`src/rtl/booth_seq_mul.sv`:
```
module booth_seq_mul #(
  parameter int XW = 16,
  parameter int YW = 16
) (
  input  logic               clk,
  input  logic               rst_n,
  input  logic               start,
  input  logic [XW-1:0]      x_in,
  input  logic [YW-1:0]      y_in,
  output logic               busy,
  output logic               done,
  output logic [XW+YW-1:0]   product
);
  localparam int PW  = XW + YW + 2;
  localparam int PRW = XW + YW;
  localparam int CW  = $clog2(YW + 1);

  logic [PW-1:0] acc, add_pos, add_neg, sum, nxt;
  logic [CW-1:0] steps;
  logic [XW:0]   x_ext;

  assign x_ext = {x_in[XW-1], x_in};

  always_comb begin
    unique case (acc[1:0])
      2'b01:   sum = acc + add_pos;
      2'b10:   sum = acc + add_neg;
      default: sum = acc;
    endcase
  end

  assign nxt = {sum[PW-1], sum[PW-1:1]};

  always_ff @(posedge clk or negedge rst_n) begin
    if (!rst_n) begin
      acc     <= '0;
      add_pos <= '0;
      add_neg <= '0;
      steps   <= '0;
      busy    <= 1'b0;
      done    <= 1'b0;
      product <= '0;
    end else begin
      done <= 1'b0;
      if (!busy) begin
        if (start) begin
          add_pos <= {x_ext, {(YW+1){1'b0}}};
          add_neg <= {-x_ext, {(YW+1){1'b0}}};
          acc     <= {{(XW+1){1'b0}}, y_in, 1'b0};
          steps   <= CW'(YW);
          busy    <= 1'b1;
        end
      end else begin
        acc   <= nxt;
        steps <= steps - 1'b1;
        if (steps == CW'(1)) begin
          busy    <= 1'b0;
          done    <= 1'b1;
          product <= nxt[PRW:1];
        end
      end
    end
  end
endmodule


```
`config.mk`:
```
export PLATFORM = sky130hd
export DESIGN_NAME = booth_seq_mul
export DESIGN_NICKNAME = d
export VERILOG_FILES = /design/src/rtl/booth_seq_mul.sv
export SDC_FILE = /design/constraint.sdc
export NUM_CORES = 1
export LEC_CHECK = 0
export CAP_MARGIN = 0
export CELL_PAD_IN_SITES_DETAIL_PLACEMENT = 1
export CELL_PAD_IN_SITES_GLOBAL_PLACEMENT = 1
export CORE_MARGIN = 2
export CORE_UTILIZATION = 30
export DETAILED_ROUTE_END_ITERATION = 7
export PLACE_DENSITY_LB_ADDON = 0.1
export REMOVE_ABC_BUFFERS = 1
export SLEW_MARGIN = 20
export SYNTH_ARGS = -nofsm -noshare
export SYNTH_HDL_FRONTEND = slang
export SYNTH_SLANG_ARGS = --single-unit
```
`constraint.sdc`:
```
create_clock -name clk -period 4.2 [get_ports clk]
set_input_delay 0.84 -clock clk [delete_from_list [all_inputs] [get_ports clk]]
set_output_delay 0.84 -clock clk [all_outputs]
set_load 0.05 [all_outputs]
```
# After elaboration in Yosys (flattened, before gate mapping)
# Cells that the tools add are included.
[totals]
regBits = 106
inputBits = 35
[op_classes]
n_eq_ne = 3
n_reduce_logical = 3
addsub = 4
mux = 10
bitwise = 1
[ops]
columns = ["op", "count"]
rows = [
  ["adder 34 bit", 2],
  ["2-to-1 mux 34 bit", 2],
  ["case mux 34 bit (2 select lines)", 1],
  ["negation 17 bit", 1],
  ["2-to-1 mux 5 bit", 2],
  ["== test 5 x 1 -> 1 bit (second input constant)", 1],
  ["2-to-1 mux 1 bit", 5],
  ["subtractor 5 x 1 -> 5 bit (second input constant)", 1],
  ["AND reduction 2 bit", 2],
  ["== test 2 x 1 -> 1 bit (second input constant)", 1],
  ["== test 2 bit (second input constant)", 1],
  ["nonzero test 2 bit", 1],
  ["NOT 1 bit", 1],
]

# Logic depth before layout (Yosys ltp)
# Gate-level depths: netlist of the first run.
[logic_depth]
depth_word = 3
depth_mapped = 13
mapped_depth_nobuf = 11

# Worst setup path before layout of the first run
# Ideal clock, no wire load.
[synth_path]
path_kind = "register to register"
from = "register acc[0]"
to = "register product[22]"
synth_period_minus_slack_ns = 3.153
path_stages_with_launch = 14
required_ns = 4.133
setup_ns = 0.067
path_buffers = 2
t_arrival_ns = 3.086
path_slack_ns = 1.047
cell_sequence = "dfrtp_1 inv_1 ha_1 buf_2 buf_1 mux2_2 ha_1 a21o_1 a21o_1 o21a_1 o21a_1 o21a_1 o31ai_1 mux2_2"
[synth_via]
elab_chain_cells = 2
[synth_lines]
columns = ["item", "line_no", "rtl"]
rows = [
  ["start: declaration", "18", "logic [PW-1:0] acc, add_pos, add_neg, sum, nxt;"],
  ["start signal: assignment", "49", "acc <= {{(XW+1){1'b0}}, y_in, 1'b0};"],
  ["start signal: assignment", "54", "acc <= nxt;"],
  ["adder 34 bit, or another cell as far along", "27", "2'b10: sum = acc + add_neg;"],
  ["case mux 34 bit (2 select lines) (*)", "25", "unique case (acc[1:0])"],
  ["end signal: assignment", "59", "product <= nxt[PRW:1];"],
  ["end: declaration", "12", "output logic [XW+YW-1:0] product"],
]
# Every way passes the cells marked *; elsewhere a longest branch is shown, timed or not.
# A chain may end at the register's enable or synchronous reset.

# Worst setup path after layout of the first run
[layout_path]
from = "register acc[0]"
to = "register product[29]"
# The elaborated chain is that of the path after synthesis.

==> flow_summary.ini, run 1 <==
[power]
p_sw_mw = 2.842
seq_power_share_pct = 29.7
p_sw_share_pct = 45.71
intPower_mw = 3.375
power.leakage_nw = 3.110
p_comb_share_pct = 57.0
power_density_nw_per_um2 = 928.3
p_clk_share_pct = 13.3
peakVddDrop_uv = 302.3

[synthesis]
syn_avg_cell_area_um2 = 10.02
synth-seq-cells = 104
synth_top_area_share_pct = 47.15
synthCells = 551
synthArstFlopShare_pct = 100.0
netlist_area_um2 = 5519
yosys_warnings = 0
synth_top_family_by_area = simple AND/OR/NAND/NOR gates
synth-edff-count = 0
seq_area_frac_synth_pct = 47.15
synth_fa_ha_area_share_pct = 4.897
synthTopCellsByArea = dfrtp_1 (47%), nand2_1 (7.8%), mux2_2 (7.3%)
synth_xor_area_share_pct = 3.809
yosys_most_used_dff = dfrtp_1
yosys.area.top_type = dfrtp_1
synth-simple-area-share_pct = 15.19
synth_compound_area_share_pct = 12.99
muxShareOfSynthArea_pct = 13.06
synth_cell_type_count = 56

[min_path]
min_path_cells = 2
hold_path_class = flop to flop

[floorplanning]
rows = 49
dieArea_um2 = 19500
die_w_um = 139.6
die_h_um = 139.6
start_util_pct = 30.62
ios = 69
core_region_area_um2 = 18020

[cts]
cts_setup_buffers = 0
ctsHoldBuffers = 0
cts_tree = yes
clkSinkCount = 104
post_cts_resized = 0
cts_htree_levels = 3
cts_root_buf = clkbuf_16
clkTransAtPathRegs_ns = 0.07
clk_latency_ns = 0.36
cts.path.max_buffers = 2
numCtsBuffers = 9

[placed_design]
gp_congestion = 0.7652
io_buffers = 68
hpwl_um = 9979

[timing]
relSlewSlack_pct = 40.32
worst_slew_pin_slew_ns = 0.8951
rsz0062_at_grt = false
fin_crit_ns = 3.310
finalMaxSlewViolations = 0
setup_viol = 0
max_freq_mhz = 302.1
final.setup_skew_ns = 0.008486
hold_violations = 0
fin_crit_sh_pct = 78.80
finalHoldWorstSlack_ns = 0.4780
setup-tns-final_ns = 0

[final_layout]
area_growth_pct = 21.36
drive_gt1_share_pct = 12.23
layout_commonest_cell = nand2_1
final_core_util_pct = 37.16
num-nets-final = 664
num_antenna_cells = 0
layout_common_cells = nand2_1 (115), dfrtp_1 (103), clkdlybuf4s50_1 (66), o21ai_0 (49), mux2_2 (36)

[detailed_routing]
drcViolationCount = 0
ant_nets = 0
dr.pass1.iters = 4
wl_um = 14110
via_per_inst = 4.907
drt-initial-drc-count = 170
routedWlPerCell_um = 16.76
num_vias = 4132

[flow_run]
maxCapViolations = 0

[critical_path]
endpoint = product[29]
rr_startpoint = acc[0]
crit_path_start = acc[0]
rr_endpoint = product[29]
cp_num_cells = 11
path_cells = inv_1 > ha_1 > mux2_2 > fa_1 > a211oi_1 > o21ai_2 > a31oi_4 > o21ai_2 > a221oi_2 > mux2i_1 > nand2_1
reg2reg_depth = 11
cp_num_buf_inv = 1
cp-end-kind = flop
critPathTopFamily = compound AO/OA/AOI/OAI gates
cp.required_ns = 4.45
startpoint_type = flop
critPathArrivalTime_ns = 3.56
cp_max_fo = 9
crit_top_cell = o21ai_2
critPathKind = flop to flop
worst_path_largest_cell_delay_ns = 0.46
rrSetupSlack_ns = 0.89
critPathSlowestCell = fa_1

[grt]
grt_pass1_wl_um = 23490
antenna_found_initial = 0
grt_usage_pct = 15.11
grt_pass1_vias = 4418
overflow = 0
grt_max_degree = 61

[outcome]
status = finished, final reports clean
[synthesized netlist by cell type, drive strengths merged, types with 3 or more instances]
master,n
nor3b,5
and3,3
nand3,3
inv,11
dfrtp,104
nor3,9
o31ai,9
or3,3
xnor2,10
mux2,37
xor2,14
a211oi,3
buf,8
a31oi,3
mux2i,30
ha,20
a21o,11
clkbuf,21
o21ai,53
o21a,3
nand2b,11
nor4,5
a21oi,21
nand2,115
nor2,15
[metrics by stage]
step / std cells / area [µm²] / power (mW) / worst slack [ns]
2_1_floorplan: 522 / 5400 / 4.401 / 0.5981
3_3_place_gp: 826 / 6414 / 5.367 / 0.9575
3_5_place_dp: 826 / 6414 / 5.450 / 0.8501
4_1_cts: 842 / 6698 / 6.325 / 0.8352
5_1_grt: 842 / 6698 / 6.765 / 0.5840
6_report: 842 / 6698 / 6.217 / 0.8902
[state kept, by name, indices dropped and copies added, names as in the netlist]
name     flops
acc         33
product     32
add_neg     17
add_pos     15
steps        5
busy         1
done         1
[worst min path at each step]
stage	slack [ns]	from	endpoint
finish	0.48	add_neg[19]	add_neg[19]
global route	0.52	acc[12]	product[10]
CTS	0.48	add_neg[19]	add_neg[19]
detailed placement	0.47	product[13]	product[13]
global placement	0.46	product[11]	product[11]
floorplan	0.44	add_neg[20]	add_neg[20]
[routing by layer]
metal | share of wire (%) | vias to the layer above | track usage [%]
li1 | - | 2029 | -
met1 | 47 | 2055 | 19.81
met2 | 50 | 36 | 25.52
met3 | 2.0 | 12 | 2.134
met4 | 1.6 | 0 | 5.526
met5 | 0 | - | 0
[worst reg2reg max path: stages, from the launching register on]
cell and delay (ns):
dfrtp_1 0.36, inv_1 0.08, ha_1 0.39, mux2_2 0.41, fa_1 0.46, a211oi_1 0.32, o21ai_2 0.13, a31oi_4 0.29
o21ai_2 0.12, a221oi_2 0.35, mux2i_1 0.24, nand2_1 0.06
[power by group through the flow]
stage | Combinational (mW) | Sequential, mW | Clock, mW
6_report | 3.54 | 1.84 | 0.829
3_5_place_dp | 3.57 | 1.88 | 0
5_1_grt | 3.94 | 1.92 | 0.908
4_1_cts | 3.60 | 1.86 | 0.866
3_3_place_gp | 3.50 | 1.86 | 0
2_1_floorplan | 2.14 | 2.26 | 0
[logic make-up (layout without fill, tap and decap cells)]
family	count (synthesis)	in the layout
buf+inv	40	102
mux	67	67
fa+ha+maj	21	21
simple gates	181	181
flops	104	104
xor+xnor	24	24
compound gates	114	114
[area by class of cell]
| type | count | area, µm² |
|---|---|---|
| clock buffers | 12 | 256.5 |
| clock inverters | 4 | 27.53 |
| fillers | 2065 | 11330 |
| inverters | 11 | 41.29 |
| multi-input cells | 407 | 2756 |
| flip-flops and latches | 104 | 2604 |
| well taps | 229 | 286.5 |
| repair buffers | 75 | 725.7 |
(Power assumes the default switching activity.)
==> inputs of run 2 (changes only) <==
- clock period: 4.2 -> 3.05 ns (I/O delays scaled with it)
==> run 2 against run 1 <==
Sequential share of layout area decreased by 2.8 points. Critical path depth rose by 1. Die area unchanged. Design area up 7.7%. Global-route usage grew 0.92 points. Cell count grew 4.0%. Combinational power is 68% higher. Clock skew is 0.0013 ns higher. Critical endpoint is now product[22]. Wire length is 5.5% higher.
==> flow_summary.ini, run 2 (same netlist as run 1, synthesis figures left out) <==
[power]
intPower_mw = 5.355
power_density_nw_per_um2 = 1338
p_sw_mw = 4.297
p_comb_share_pct = 61.8
p_clk_share_pct = 11.8
peakVddDrop_uv = 444.4
p_sw_share_pct = 44.52
seq_power_share_pct = 26.4
power.leakage_nw = 3.301

[detailed_routing]
via_per_inst = 4.932
ant_nets = 0
routedWlPerCell_um = 17.00
wl_um = 14890
num_vias = 4320
drt-initial-drc-count = 99
dr.pass1.iters = 4
drcViolationCount = 0

[cts]
clkSinkCount = 104
cts_htree_levels = 3
clkTransAtPathRegs_ns = 0.08
cts_tree = yes
cts.path.max_buffers = 2
cts_root_buf = clkbuf_16
numCtsBuffers = 9
clk_latency_ns = 0.36

[final_layout]
top_register = acc
largest_register_ff_count = 33
reg.largest.list = acc: 33 flops, product: 32 flops, add_neg: 17 flops
fin_area_um2 = 7214
layout_commonest_cell = nand2_1
num-nets-final = 698
drive_gt1_share_pct = 21.64
fill_cells = 2004
area_growth_pct = 30.72
stdcell_count = 876
num_antenna_cells = 0
layout_common_cells = nand2_1 (113), dfrtp_1 (103), clkdlybuf4s50_1 (66), o21ai_0 (47), buf_4 (40)

[grt]
antenna_found_initial = 0
grt_pass1_wl_um = 25150
grt_max_degree = 59
overflow = 0
grt_pass1_vias = 4811
grt_usage_pct = 16.02

[critical_path]
critPathKind = flop to flop
startpoint_type = flop
critPathArrivalTime_ns = 3.17
cp_max_fo = 8
cp.required_ns = 3.35
cp-end-kind = flop

[flow_run]
maxCapViolations = 0

[timing]
fin_crit_ns = 2.877
finalHoldWorstSlack_ns = 0.2251
fin_crit_sh_pct = 94.33
setup_viol = 0
max_freq_mhz = 347.6
hold_violations = 0
worst_slew_pin_slew_ns = 0.6251
final.setup_skew_ns = 0.009758
finalMaxSlewViolations = 0
rsz0062_at_grt = false
finalWorstSetupSlack_ns = 0.1729
relSlewSlack_pct = 58.33

[floorplanning]
rows = 49
ios = 69
die_w_um = 139.6
start_util_pct = 30.62
core_region_area_um2 = 18020
dieArea_um2 = 19500
die_h_um = 139.6

[placed_design]
numPlacedInstances = 858
place_ws_ns = -0.09988
placed_cell_area_um2 = 6666
gp_congestion = 0.8137
hpwl_um = 10400
io_buffers = 68

[outcome]
status = finished, final reports clean

[min_path]
hold_path_class = primary input to async pin
run 2: power groups by stage:
stage | logic, mW | registers (mW) | clock network [mW]
global route | 6.57 | 2.66 | 1.23
detailed placement | 5.42 | 2.56 | 0
finish | 5.96 | 2.55 | 1.14
floorplan | 2.94 | 3.12 | 0
global placement | 5.31 | 2.54 | 0
CTS | 5.62 | 2.54 | 1.19
run 2: worst paths after layout:
kind,end,start,slack [ns],cells past startpoint
worst max-delay path,product[22],acc[0],0.17,12
worst min-delay path,done,rst_n,0.23,1
worst max register to register,product[22],acc[0],0.17,12
worst min register to register,product[31],product[31],0.48,2
max in group asynchronous,acc[10],rst_n,2.07,2
min in group clk,product[31],product[31],0.48,2
run 2: timing repair:
item | CTS | global route
endpoints found under the setup margin | 14 | 18
resized for setup | 11 | 37
hold buffers | 0 | 0
cloned | 0 | 0
pin swaps | 9 | 16
buffers inserted | 1 | 2
run 2: cell type report:
type / count / area, µm² / area share [%]
inverter: 11 / 41.29 / 0.5723
sequential: 104 / 2604 / 36.09
tap: 229 / 286.5 / 3.972
timing repair buffer: 109 / 997.2 / 13.82
multi-input combinational: 407 / 3005 / 41.66
clock inverter: 5 / 37.54 / 0.5203
clock buffer: 11 / 242.7 / 3.365
run 2: layer usage:
layer | vias up | global-route usage, % | routed length [µm]
li1 | 2102 | - | -
met1 | 2173 | 20.33 | 6725
met2 | 35 | 28.25 | 7712
met3 | 10 | 2.202 | 244
met4 | 0 | 5.211 | 211
met5 | - | 0 | 0
run 2: worst max-delay path, stage by stage, from the launching register on:
cell     delay, ns
dfrtp_1       0.37
inv_2         0.08
ha_4          0.22
mux2_4        0.33
ha_1          0.27
a21o_1        0.20
and4_4        0.20
buf_4         0.13
o21a_1        0.20
o21a_1        0.20
o21a_1        0.18
o31ai_2       0.24
mux2_4        0.20
run 2: per-stage QoR:
| step | power, mW | utilization, % | TNS (ns) |
|---|---|---|---|
| after global placement | 7.851 | 36.98 | -0.1514 |
| after global routing | 10.46 | 40.03 | 0 |
| after floorplan | 6.060 | - | -12.66 |
| final | 9.652 | 40.03 | 0 |
| after CTS | 9.350 | 38.91 | 0 |
| after detailed placement | 7.976 | 36.98 | -0.6747 |
